`src/rtl/prbs7_pkg.sv`:
```
`timescale 1ns/1ps
package prbs7_pkg;

  // Control-to-datapath strobes.
  typedef struct packed {
    logic advance;     // step generator and checker by one word
    logic reseed;      // load all-ones into the generator
    logic clearFail;   // clear latched failure and result
    logic checkValid;  // checker history holds seven real bits
  } bistStrobes_t;

endpackage

```
`src/rtl/prbs7_ctrl.sv`:
```
`timescale 1ns/1ps
module prbs7_ctrl
  import prbs7_pkg::*;
(
  input  logic         clk,
  input  logic         rst,
  input  logic         testEn,
  output bistStrobes_t strb
);

  logic seeded;

  // The checker counts as seeded once one word has gone by with the test on.
  always_ff @(posedge clk) begin
    if (rst) begin
      seeded <= 1'b0;
    end else begin
      seeded <= testEn;
    end
  end

  always_comb begin
    strb.advance    = testEn;
    strb.reseed     = ~testEn;
    strb.clearFail  = ~testEn;
    strb.checkValid = seeded;
  end

endmodule

```
`src/rtl/prbs7_datapath.sv`:
```
`timescale 1ns/1ps
module prbs7_datapath
  import prbs7_pkg::*;
#(
  parameter int WORD_W   = 10,
  parameter int LFSR_LEN = 7,
  parameter int TAP      = 6
) (
  input  logic              clk,
  input  logic              rst,
  input  bistStrobes_t      strb,
  input  logic              testEn,
  input  logic              stickyMode,
  input  logic              loopEn,
  input  logic [WORD_W-1:0] txUserData,
  input  logic [WORD_W-1:0] rxDataIn,
  output logic [WORD_W-1:0] txWord,
  output logic [WORD_W-1:0] rxDataOut,
  output logic              txOutEn,
  output logic              pass
);

  localparam int EXT_W  = LFSR_LEN + WORD_W;
  localparam int FB_OFF = LFSR_LEN - TAP;

  // ---------------- generator ----------------
  logic [LFSR_LEN-1:0] genState;
  logic [LFSR_LEN-1:0] genNext;
  logic [WORD_W-1:0]   genWord;

  always_comb begin : genStep
    logic [LFSR_LEN-1:0] s;
    s = genState;
    for (int i = 0; i < WORD_W; i++) begin
      genWord[i] = s[LFSR_LEN-1] ^ s[TAP-1];
      s = {s[LFSR_LEN-2:0], genWord[i]};
    end
    genNext = s;
  end

  always_ff @(posedge clk) begin
    if (rst || strb.reseed) begin
      genState <= '1;
    end else if (strb.advance) begin
      genState <= genNext;
    end
  end

  assign txWord = testEn ? genWord : txUserData;

  // ---------------- loopback routing ----------------
  logic [WORD_W-1:0] rxSel;
  assign rxSel     = loopEn ? txWord : rxDataIn;
  assign rxDataOut = rxSel;
  assign txOutEn   = ~loopEn;

  // ---------------- checker ----------------
  // hist[0] is the oldest received bit, hist[LFSR_LEN-1] the newest.
  logic [LFSR_LEN-1:0] hist;
  logic [EXT_W-1:0]    ext;
  logic [WORD_W-1:0]   bitErr;
  logic                wordErr;

  assign ext = {rxSel, hist};

  for (genvar j = 0; j < WORD_W; j++) begin : g_bitCheck
    localparam bit IN_WORD_CHECK = (j >= LFSR_LEN);
    logic predicted;
    logic checkOn;
    assign predicted = ext[j] ^ ext[j + FB_OFF];
    if (IN_WORD_CHECK) begin : g_always
      assign checkOn = 1'b1;
    end else begin : g_afterSeed
      assign checkOn = strb.checkValid;
    end
    assign bitErr[j] = checkOn & (predicted ^ rxSel[j]);
  end

  assign wordErr = |bitErr;

  always_ff @(posedge clk) begin
    if (rst) begin
      hist <= '0;
    end else if (strb.advance) begin
      hist <= rxSel[WORD_W-1 -: LFSR_LEN];
    end
  end

  // ---------------- result ----------------
  logic failLatched;
  logic resultReg;

  always_ff @(posedge clk) begin
    if (rst || strb.clearFail) begin
      failLatched <= 1'b0;
      resultReg   <= 1'b1;
    end else if (strb.advance) begin
      failLatched <= failLatched | wordErr;
      if (stickyMode) begin
        resultReg <= ~(failLatched | wordErr);
      end else begin
        resultReg <= ~wordErr;
      end
    end
  end

  assign pass = ~testEn | (strb.checkValid & resultReg);

endmodule

```
`src/rtl/prbs7_bist.sv`:
```
`timescale 1ns/1ps
module prbs7_bist
  import prbs7_pkg::*;
#(
  parameter int WORD_W   = 10,
  parameter int LFSR_LEN = 7,
  parameter int TAP      = 6
) (
  input  logic              clk,
  input  logic              rst,
  input  logic              testEn,
  input  logic              stickyMode,
  input  logic              loopEn,
  input  logic [WORD_W-1:0] txUserData,
  output logic [WORD_W-1:0] txWord,
  output logic              txOutEn,
  input  logic [WORD_W-1:0] rxDataIn,
  output logic [WORD_W-1:0] rxDataOut,
  output logic              pass
);

  bistStrobes_t strb;

  prbs7_ctrl i_ctrl (
    .clk    (clk),
    .rst    (rst),
    .testEn (testEn),
    .strb   (strb)
  );

  prbs7_datapath #(
    .WORD_W  (WORD_W),
    .LFSR_LEN(LFSR_LEN),
    .TAP     (TAP)
  ) i_dp (
    .clk        (clk),
    .rst        (rst),
    .strb       (strb),
    .testEn     (testEn),
    .stickyMode (stickyMode),
    .loopEn     (loopEn),
    .txUserData (txUserData),
    .rxDataIn   (rxDataIn),
    .txWord     (txWord),
    .rxDataOut  (rxDataOut),
    .txOutEn    (txOutEn),
    .pass       (pass)
  );

endmodule

```
`config.mk`:
```
export PLATFORM = sky130hd
export DESIGN_NAME = prbs7_bist
export DESIGN_NICKNAME = d
export VERILOG_FILES = /design/src/rtl/prbs7_pkg.sv /design/src/rtl/prbs7_ctrl.sv /design/src/rtl/prbs7_datapath.sv /design/src/rtl/prbs7_bist.sv
export SDC_FILE = /design/constraint.sdc
export NUM_CORES = 1
export LEC_CHECK = 0
export BUFFER_PORTS_ARGS = -buffer_cell sky130_fd_sc_hd__clkbuf_2
export CAP_MARGIN = 25
export CELL_PAD_IN_SITES_DETAIL_PLACEMENT = 1
export CELL_PAD_IN_SITES_GLOBAL_PLACEMENT = 2
export CORE_MARGIN = 2
export CORE_UTILIZATION = 31
export CTS_CLUSTER_SIZE = 30
export DETAILED_ROUTE_END_ITERATION = 10
export PLACE_DENSITY_LB_ADDON = 0.25
export SYNTH_ARGS = -nofsm -noshare
export SYNTH_HDL_FRONTEND = slang
export SYNTH_HIERARCHICAL = 1
export SYNTH_SLANG_ARGS = --single-unit
```
`constraint.sdc`:
```
create_clock -name clk -period 4.8 [get_ports clk]
set_input_delay 0.48 -clock clk [delete_from_list [all_inputs] [get_ports clk]]
set_output_delay 0.48 -clock clk [all_outputs]
set_load 0.02 [all_outputs]
```
# == Word level (Yosys, flattened, before mapping) ==
# Cells that the tools add are included.
# op_classes
bitwise,44
reduce_logical,2
muxes,3
# ops
cell,n
1-bit bitwise XOR,30
10-bit 2-to-1 mux,2
10-bit OR reduction,1
1-bit AND,8
1-bit NOT,4
1-bit bitwise OR,2
1-bit logical OR,1
1-bit 2-to-1 mux,1
# word_totals
output_inout_bits,22
register_bits,17

# == Longest topological paths before layout ==
# logic_depth
word_depth,11
depth_mapped,9
mapped_depth_nobuf,7

# == By module ==
# The synthesis kept the hierarchy.
# modules_own_cells
mod,cells_each,area_per_inst_um2,seq_area_each_um2,instances
prbs7_datapath,193,1506.4,320.3,1
prbs7_ctrl,6,60.1,20.0,1

# == Worst setup path before layout ==
# No wires, ideal clock.
# synth_timing
kind,input port to flip-flop
start,in testEn
end,reg i_dp.failLatched
path_stages,8
n_path_buf,1
t_arrival_ns,2.114
required_ns,4.673
setup_slack_ns,2.560
setup_ns,0.127
path_cell_list,buf_6 nor2_1 a21oi_1 mux2_2 xnor2_1 mux2_2 o31ai_2 a21oi_1
# synth_via
word_cells_on_any_way,27
# synth_lines
element,line,source
start: declaration,prbs7_bist.sv:11,"input logic testEn,"
10-bit 2-to-1 mux *,prbs7_datapath.sv:49,assign txWord = testEn ? genWord : txUserData;
named net txWord[1],prbs7_bist.sv:15,"output logic [WORD_W-1:0] txWord,"
10-bit 2-to-1 mux *,prbs7_datapath.sv:53,assign rxSel = loopEn ? txWord : rxDataIn;
named net rxDataOut[1],prbs7_bist.sv:18,"output logic [WORD_W-1:0] rxDataOut,"
"1-bit bitwise XOR, on equally long branches","prbs7_datapath.sv:76, prbs7_datapath.sv:70",
1-bit AND or 1-bit bitwise XOR (tied branches),prbs7_datapath.sv:76,assign bitErr[j] = checkOn & (predicted ^ rxSel[j]);
10-bit OR reduction *,prbs7_datapath.sv:79,assign wordErr = |bitErr;
1-bit bitwise OR *,prbs7_datapath.sv:98,failLatched <= failLatched | wordErr;
end signal: assignment,prbs7_datapath.sv:98,
end: declaration,prbs7_datapath.sv:90,logic failLatched;
# The timed path passes the listed nets; every way through them passes the cells marked *.
# A chain may end at the register's enable or synchronous reset.

# == Final worst setup path ==
# layout_timing
start,in testEn
end,out rxDataOut[6]
# layout_via
elab_chain_len,2
# layout_rtl
element,line
10-bit 2-to-1 mux,prbs7_datapath.sv:49
10-bit 2-to-1 mux,prbs7_datapath.sv:53
end: declaration,prbs7_bist.sv:18
# No other way between the ends.

==> flow_summary.ini <==
[logic_synthesis]
yosys_warnings = 6
async_flop_share_pct = 0
synth_top_area_share_pct = 21.7
syn_inst = 199
synth-seq-cells = 17
synth.most_common_cell = nor2_1
synth_nets = 224
synth_flop_cell = dfxtp_1
syn_area_um2 = 1570
synth_cell_types = 48
synth-edff-count = 0
netlist_top_cells_area = dfxtp_1, nor2_1, xnor2_1
ys_top_cells_by_count = nor2_1, nand2_1, dfxtp_1
yosys.area.top_type = dfxtp_1
syn-mean-instance-area_um2 = 7.87
yosysSeqAreaShare_pct = 21.7

[clocking]
ctsHoldBuffers = 0
cts_resized = 0
postCtsSetupBuffers = 0
htreeDepth = 1
cts-root-buf = clkbuf_8
clk_pin_slew_ns = 0.07
numCtsBuffers = 3
clock_path_buffers = 2
insertion_delay_ns = 0.25
tritoncts = yes
clock-sinks = 17

[routing]
routed_wl_um = 4670
drtPass1Iterations = 4
drt_iter0_drc = 56
avgViaCountPerCell = 5.03
vias = 1525
wl_per_cell_um = 15.4
drc = 0
antenna_left = 0

[setup_path]
cp_slowest_cell = buf_4
worstPathArrival_ns = 2.09
rr_worst_depth = 7
worst-path-stages = 6
cp-start-kind = primary input
crit_buf_inv = 3
path_cells = clkbuf_2 -> buf_4 -> mux2i_4 -> nor2_1 -> nor2_1 -> clkbuf_2
critical_path_class = in2out
critPathMaxFanout = 31
cp_data_required_time_ns = 4.32
max_stage_delay_ns = 0.43
cp_top_family = buffers and inverters
crit_path_end_kind = output port

[sta]
setup_violations = 0
setup-tns-final_ns = 0
finClkSkew_ns = 0.00123
fmax_mhz = 389
layout_setup_ws_ns = 2.23
hold_viol = 0
worst_slew_pin_slew_ns = 0.539
relSlewSlack_pct = 64.1
rsz0062_at_grt = no
min_period_over_period_pct = 53.6
slew_violations = 0
fin_crit_ns = 2.57

[global_routing]
grt_pass1_wl_um = 7570
grt_max_degree = 32
grt-ovfl-total = 0
antenna_found_initial = 0
grtUsageTotal_pct = 17.6
grt_pass1_vias = 1500

[hold_path]
hp-class = reg2reg
worstHoldPathCells = 2

[layout]
final_nets = 262
antenna_cells = 0
utilization_pct = 38.4
drive_gt1_share_pct = 30.1
area_delta_synth_final_pct = 17.3
stdcell_count = 303

[die]
start_util_pct = 32.7
io_pins = 47
num_rows = 25
dieArea_um2 = 5640
fp.dieW_um = 75.1
die_y_um = 75.1
core_area_um2 = 4790

[placement]
placed_cells = 299
dp_hpwl_um = 3640
port_buffers = 46
place_ws_ns = 2.02
place.gp.congestion = 0.876

[pwr]
leakagePower_nw = 0.825
power_mw = 0.458
cellPowerDensity_nw_per_um2 = 249
peakVddDrop_mv = 0.0770

[outcome]
status = complete, no violations

[job]
cap_violations = 0
==> area by class of cell <==
| class | instances | area, µm² |
|---|---|---|
| fillers | 632 | 2950 |
| multi-input cells | 161 | 1100 |
| clock buffers | 4 | 45.0 |
| inverters | 7 | 26.3 |
| repair buffers | 47 | 238 |
| flip-flops and latches | 17 | 340 |
| well taps | 67 | 83.8 |
==> stage by stage <==
stage | cell area, µm² | hold WS, ns
5_1_grt | 1840 | 0.554
2_1_floorplan | 1570 | 0.470
4_1_cts | 1840 | 0.515
3_5_place_dp | 1790 | 0.505
6_report | 1840 | 0.516
3_3_place_gp | 1790 | 0.488
==> worst min-delay path, cell delays in order, from the launching register on <==
cell	delay (ns)
dfxtp_1	0.34
o31ai_2	0.08
a21oi_1	0.06
==> final timing paths <==
| kind | slack [ns] | start | end |
|---|---|---|---|
| max reg2reg | 2.70 | i_dp/genState[4]$_SDFFE_PP1P_ | i_dp/resultReg$_SDFFE_PP1P_ |
| max | 2.23 | testEn | rxDataOut[6] |
| min reg2reg | 0.52 | i_ctrl/seeded$_SDFF_PP0_ | i_dp/failLatched$_SDFFE_PP0P_ |
| min | 0.52 | i_ctrl/seeded$_SDFF_PP0_ | i_dp/failLatched$_SDFFE_PP0P_ |
==> flip-flops by register name, indices dropped and copies added, names as in the netlist <==
signal            flops
i_ctrl/seeded         1
i_dp/failLatched      1
i_dp/genState         7
i_dp/hist             7
i_dp/resultReg        1
==> power breakdown <==
group	internal (mW)	switching (mW)	total (mW)
combinational	0.0760	0.110	0.186
sequential	0.150	0.0121	0.162
clock	0.0589	0.0514	0.110
total	0.285	0.174	0.458
==> placed cells by master, fill, tap and decap left out, drive strengths merged, types with 4 or more instances in the layout <==
master / n
clkbuf: 50
nor2: 33
nand2: 23
dfxtp: 17
o21ai: 13
xnor2: 11
a21oi: 10
nor2b: 8
inv: 7
mux2i: 7
xor2: 6
a211oi: 6
nor3: 5
a21o: 4
mux2: 4
==> layer usage <==
layer / wire [µm] / part of all wire [%] / track usage (%) / vias up
met1: 2340 / 50 / 24.4 / 724
li1: - / - / - / 759
met2: 2110 / 45 / 29.2 / 40
met3: 192 / 4.1 / 2.14 / 2
met4: 22 / 0.47 / 4.17 / 0
met5: 0 / 0 / 0 / -
==> cells by family (layout without fill, tap and decap cells) <==
| group | Yosys count | in the layout | share of synthesized area [%] |
|---|---|---|---|
| xor gates and xnor gates | 18 | 18 | 11.4 |
| muxes | 11 | 11 | 8.15 |
| AOI/OAI and AO/OA | 51 | 51 | 26.4 |
| and+or+nand+nor | 81 | 81 | 24.5 |
| DFF | 17 | 17 | 21.7 |
| buffers and inverters | 21 | 58 | 7.75 |
No activity file was read; power rests on OpenSTA's default activity.
